==> src/rtl/blkcfg_pkg.sv <==
package blkcfg_pkg;
  function automatic int pad_to_byte(input int bits);
    return ((bits + 7) / 8) * 8;
  endfunction
endpackage

==> src/rtl/blkcfg_fifo.sv <==
module blkcfg_fifo #(
  parameter int WIDTH = 8,
  parameter int DEPTH = 16,
  localparam int AW = (DEPTH > 1) ? $clog2(DEPTH) : 1,
  localparam int LW = $clog2(DEPTH + 1)
) (
  input  logic             clk,
  input  logic             rst_n,
  input  logic             push,
  input  logic [WIDTH-1:0] din,
  input  logic             pop,
  output logic [WIDTH-1:0] dout,
  output logic             empty,
  output logic             full,
  output logic [LW-1:0]    level
);
  localparam logic [AW-1:0] LAST_SLOT = AW'(DEPTH - 1);
  localparam logic [LW-1:0] FULL_LVL  = LW'(DEPTH);

  logic [WIDTH-1:0] mem [DEPTH];
  logic [AW-1:0]    wr_ptr, rd_ptr;
  logic             do_push, do_pop;

  assign empty   = (level == '0);
  assign full    = (level == FULL_LVL);
  assign do_push = push && !full;
  assign do_pop  = pop && !empty;
  assign dout    = mem[rd_ptr];

  always_ff @(posedge clk) begin
    if (do_push) mem[wr_ptr] <= din;
  end

  always_ff @(posedge clk) begin
    if (!rst_n) begin
      wr_ptr <= '0;
      rd_ptr <= '0;
      level  <= '0;
    end else begin
      if (do_push) wr_ptr <= (wr_ptr == LAST_SLOT) ? '0 : wr_ptr + 1'b1;
      if (do_pop)  rd_ptr <= (rd_ptr == LAST_SLOT) ? '0 : rd_ptr + 1'b1;
      case ({do_push, do_pop})
        2'b10:   level <= level + 1'b1;
        2'b01:   level <= level - 1'b1;
        default: level <= level;
      endcase
    end
  end
endmodule

==> src/rtl/blkcfg_range.sv <==
module blkcfg_range #(
  parameter int SYM_W   = 8,
  parameter int MIN_LEN = 4,
  parameter int MAX_LEN = (1 << SYM_W) - 1
) (
  input  logic [SYM_W-1:0] len,
  output logic             in_range
);
  localparam logic [SYM_W-1:0] LO = SYM_W'(MIN_LEN);
  localparam logic [SYM_W-1:0] HI = SYM_W'(MAX_LEN);

  assign in_range = (len >= LO) && (len <= HI);
endmodule

==> src/rtl/blkcfg_tracker.sv <==
module blkcfg_tracker #(
  parameter int SYM_W    = 8,
  parameter int PRE_SYMS = 2
) (
  input  logic             clk,
  input  logic             rst_n,
  input  logic             sym_valid,
  input  logic             q_empty,
  input  logic [SYM_W-1:0] head_len,
  output logic             pop,
  output logic             sym_ready,
  output logic             sym_last,
  output logic [SYM_W-1:0] cur_len,
  output logic             len_valid
);
  localparam logic [SYM_W-1:0] PRE_V = SYM_W'(PRE_SYMS);

  logic             active;
  logic [SYM_W-1:0] len_r, cnt;
  logic             take;

  assign pop       = !active && !q_empty;
  assign sym_ready = active || (cnt < PRE_V);
  assign sym_last  = active && (cnt == len_r - 1'b1);
  assign take      = sym_valid && sym_ready;
  assign cur_len   = len_r;
  assign len_valid = active;

  always_ff @(posedge clk) begin
    if (!rst_n) begin
      active <= 1'b0;
      len_r  <= '0;
      cnt    <= '0;
    end else begin
      if (take) begin
        if (sym_last) begin
          cnt    <= '0;
          active <= 1'b0;
        end else begin
          cnt <= cnt + 1'b1;
        end
      end
      if (pop) begin
        active <= 1'b1;
        len_r  <= head_len;
      end
    end
  end
endmodule

==> src/rtl/blkcfg_queue.sv <==
module blkcfg_queue #(
  parameter int SYM_W    = 8,
  parameter int DEPTH    = 16,
  parameter int PRE_SYMS = 2,
  parameter int MIN_LEN  = 4,
  parameter int MAX_LEN  = (1 << SYM_W) - 1,
  localparam int CFG_W   = blkcfg_pkg::pad_to_byte(SYM_W)
) (
  input  logic             clk,
  input  logic             rst_n,
  input  logic             cfg_valid,
  output logic             cfg_ready,
  input  logic [CFG_W-1:0] cfg_data,
  input  logic             sym_valid,
  output logic             sym_ready,
  output logic             sym_last,
  output logic [SYM_W-1:0] cur_len,
  output logic             len_valid,
  output logic             cfg_err
);
  localparam int LW = $clog2(DEPTH + 1);

  logic [SYM_W-1:0] word_len, head_len;
  logic             len_ok, cfg_take, q_push, q_pop, q_empty, q_full;
  logic [LW-1:0]    q_level;

  assign word_len  = cfg_data[SYM_W-1:0];
  assign cfg_ready = !q_full;
  assign cfg_take  = cfg_valid && cfg_ready;
  assign q_push    = cfg_take && len_ok;

  blkcfg_range #(.SYM_W(SYM_W), .MIN_LEN(MIN_LEN), .MAX_LEN(MAX_LEN)) u_range (
    .len(word_len), .in_range(len_ok)
  );

  blkcfg_fifo #(.WIDTH(SYM_W), .DEPTH(DEPTH)) u_fifo (
    .clk(clk), .rst_n(rst_n), .push(q_push), .din(word_len), .pop(q_pop),
    .dout(head_len), .empty(q_empty), .full(q_full), .level(q_level)
  );

  blkcfg_tracker #(.SYM_W(SYM_W), .PRE_SYMS(PRE_SYMS)) u_track (
    .clk(clk), .rst_n(rst_n), .sym_valid(sym_valid), .q_empty(q_empty),
    .head_len(head_len), .pop(q_pop), .sym_ready(sym_ready),
    .sym_last(sym_last), .cur_len(cur_len), .len_valid(len_valid)
  );

  always_ff @(posedge clk) begin
    if (!rst_n)                  cfg_err <= 1'b0;
    else if (cfg_take && !len_ok) cfg_err <= 1'b1;
  end
endmodule

==> config.mk <==
export PLATFORM = sky130hd
export DESIGN_NAME = blkcfg_queue
export DESIGN_NICKNAME = d
export VERILOG_FILES = /design/src/rtl/blkcfg_pkg.sv /design/src/rtl/blkcfg_fifo.sv /design/src/rtl/blkcfg_range.sv /design/src/rtl/blkcfg_tracker.sv /design/src/rtl/blkcfg_queue.sv
export SDC_FILE = /design/constraint.sdc
export NUM_CORES = 1
export LEC_CHECK = 0
export ABC_AREA = 1
export BUFFER_PORTS_ARGS = -buffer_cell sky130_fd_sc_hd__buf_2
export CAP_MARGIN = 25
export CORE_MARGIN = 2
export CORE_UTILIZATION = 40
export CTS_CLUSTER_SIZE = 30
export DETAILED_ROUTE_END_ITERATION = 16
export SLEW_MARGIN = 20
export SYNTH_ARGS = -nofsm -noshare
export SYNTH_HDL_FRONTEND = slang
export SYNTH_SLANG_ARGS = --single-unit
==> constraint.sdc <==
create_clock -name clk -period 4 [get_ports clk]
set_input_delay 0.8 -clock clk [delete_from_list [all_inputs] [get_ports clk]]
set_output_delay 0.8 -clock clk [all_outputs]
set_load 0.03 [all_outputs]
==> reports/metrics.yaml <==
run_status:
  status: "complete, no violations"
power:
  p_leak_nw: 2.96
  vdd_drop_max_uv: 458
  p_per_area_mw_per_mm2: 679
placed_design:
  dp_slack_ps: 639
  numPortBuffers: 24
  hpwl_um: 10500
  gp_congestion: 0.796
timing:
  clock_skew_ps: 19.9
  rsz0062_at_grt: "false"
  fmax_mhz: 332
  setup_viol: 0
  tns_ps: 0
  hold_viol: 0
  drv_slew: 0
  worst_slew_pin_slew_ps: 1050
  setup_slack_ps: 988
  timing.slew.headroom_pct: 29.7
  min_period_ps: 3010
  timing.final.crit_share_pct: 75.3
synthesis:
  async_reset_ff_share_pct: 0
  synth_xor_area_share_pct: 2.18
  yosysTopAreaCell: "edfxtp_1"
  synth_edf_count: 128
  avgSynthCellArea_um2: 10.5
  synthFlopType: "edfxtp_1"
  yosysSeqAreaShare_pct: 62.4
  synthCells: 685
  synth_top_area_share_pct: 53.7
  syn_area_mm2: 0.00716
  ys_ff_latch: 159
  synth_commonest_cells: "145 x nor2_1, 128 x edfxtp_1, 73 x nand2_1"
  ys_warn_count: 0
  netlist-cell-type-count: 36
  synth_compound_area_share_pct: 10.5
  synthTopCellsByArea: "edfxtp_1 54%, dfxtp_1 8.7%, nor2_1 7.6%"
  synth_top_family_by_area: "simple AND/OR/NAND/NOR gates"
  synth_nets: 708
  muxShareOfSynthArea_pct: 0
  yosys.area_share.simple_pct: 17.6
  synth.most_common_cell: "nor2_1"
  synthAdderAreaFrac_pct: 1.92
worst_setup_path:
  cp_max_fo: 6
  worstSetupPathDepth: 10
  crit_required_ps: 3200
  criticalPathCategory: "reg -> out"
  start_kind: "flip-flop"
  path_buf_inv: 3
  rr_worst_depth: 14
  worstPathArrival_ps: 2210
  path_delay_family: "simple AND/OR/NAND/NOR gates"
  crit_path_top_delay_cell: "dfxtp_1"
  crit_path_max_incr_delay_ps: 360
  reg2reg_from: "u_fifo.level[1]"
  timing.critical_path.cells: "inv_1, ha_1, nand2_1, inv_1, nor2_1, nand3_1, nor2_2, nand2_1, nor4_1, buf_2"
  crit_path_start: "u_track.cur_len[0]"
  cp-end-kind: "output pin"
floorplan:
  die_w_um: 138
  rows: 48
  die_h_um: 138
  die-area_mm2: 0.0190
  fp.coreArea_mm2: 0.0174
  start_util_pct: 41.1
  pin_count: 25
global_route:
  track_usage_pct: 19.4
  grt_max_degree: 67
  grt_antenna_before_repair: 0
  gr-total-overflow: 0
  grt_pass1_vias: 4814
  grt_pass1_wl_um: 27000
routing:
  drt_wl_total_um: 17200
  drc: 0
  antenna_left: 0
  drtIter0Drc: 472
  drt_pre_antenna_iters: 5
  avgRoutedWirePerCell_um: 18.1
  viasPerCell: 5.36
  vias: 5093
worst_hold_path:
  hp-start: "u_track.len_valid"
  hold_path_class: "reg -> reg"
  hold_depth: 2
clock_tree:
  cts_buffer_depth: 2
  cts_setup_buffers: 0
  path_clk_slew_ps: 60
  cts_hold_buf: 0
  insertion_delay_ps: 430
  cts_tree: "yes"
  root_buffer: "clkbuf_16"
  cts_inserted_buffers: 17
  cts_max_level: 4
  cts.sinks: 159
  cts_resized: 0
flow_run:
  drv_cap: 0
final_layout:
  final_nets: 736
  fillers: 1605
  syn_to_final_growth_pct: 12.8
  antenna_cells: 0
  drive_gt1_share_pct: 14.0
## layout make-up
class / instances / area, µm² / share of cell area [%]
sequential: 159 / 4470 / 55.3
multi-input combinational: 447 / 2300 / 28.5
clock buffer: 19 / 433 / 5.36
tap: 225 / 282 / 3.49
timing repair buffer: 41 / 268 / 3.32
inverter: 47 / 176 / 2.18
clock inverter: 13 / 148 / 1.83
## report_power, final
group          switching, mW  internal (mW)  total (mW)  leakage [nW]
clock                  0.679          0.933        1.61         0.281
sequential             0.215           1.91        2.12          1.41
combinational           1.16          0.586        1.75          1.27
## routing by layer
metal	part of all wire (%)	global-route usage [%]	up-vias
li1	-	-	2415
met1	45	26.9	2481
met2	46	30.5	178
met3	7.0	4.82	19
met4	1.5	5.16	0
met5	0	0	-
## tightest hold or removal path, stage by stage, from the launching register on
cell     delay (ps)
dfxtp_1         320
nand3_1          90
nand2_1          50
## registers in the layout, indices dropped and copies added (netlist names)
register / cells
u_fifo.mem: 128
u_fifo.level: 5
u_fifo.wr_ptr: 4
u_track.cur_len: 8
u_track.len_valid: 1
u_fifo.rd_ptr: 4
cfg_err: 1
u_track.cnt: 8
## layout by cell type (no fill, tap or decap), types with 4 or more instances in the layout
cell	Yosys	routed
inv_2	5	5
o21ai_1	25	25
inv_1	40	40
nor2_2	12	12
clkinv_1	2	4
edfxtp_1	128	128
o211ai_1	31	31
nand2_1	73	73
dfxtp_1	31	29
buf_2	9	24
buf_4	5	16
o21ai_0	53	53
inv_6	0	7
xor2_1	13	13
clkbuf_16	0	17
nand3_1	38	38
nor2_1	145	145
ha_1	11	11
a21oi_1	16	16
## final timing paths
check | end | slack (ps)
max reg2reg | u_fifo.level[4] | 1060
min | u_track.len_valid | 500
max | sym_last | 990
min reg2reg | u_track.len_valid | 500
## cells by family after synthesis
family          count (synthesis)
compound gates                130
flops                         159
buf+inv                        79
fa+ha+maj                      11
simple gates                  289
xor+xnor                       17
## metrics by stage
| step | instance area, µm² | cells | total power, mW | hold slack (ps) | util, % |
|---|---|---|---|---|---|
| 3_5_place_dp | 7500 | 919 | 3.90 | 486 | 43.0 |
| 3_3_place_gp | 7470 | 918 | 3.82 | 478 | 42.9 |
| 4_1_cts | 8080 | 951 | 5.51 | 506 | 46.4 |
| 6_report | 8080 | 951 | 5.49 | 502 | 46.4 |
| 2_1_floorplan | 7160 | 685 | 3.50 | 473 | - |
| 5_1_grt | 8080 | 951 | 5.83 | 518 | 46.4 |
Power figures use the tool's default switching activity.
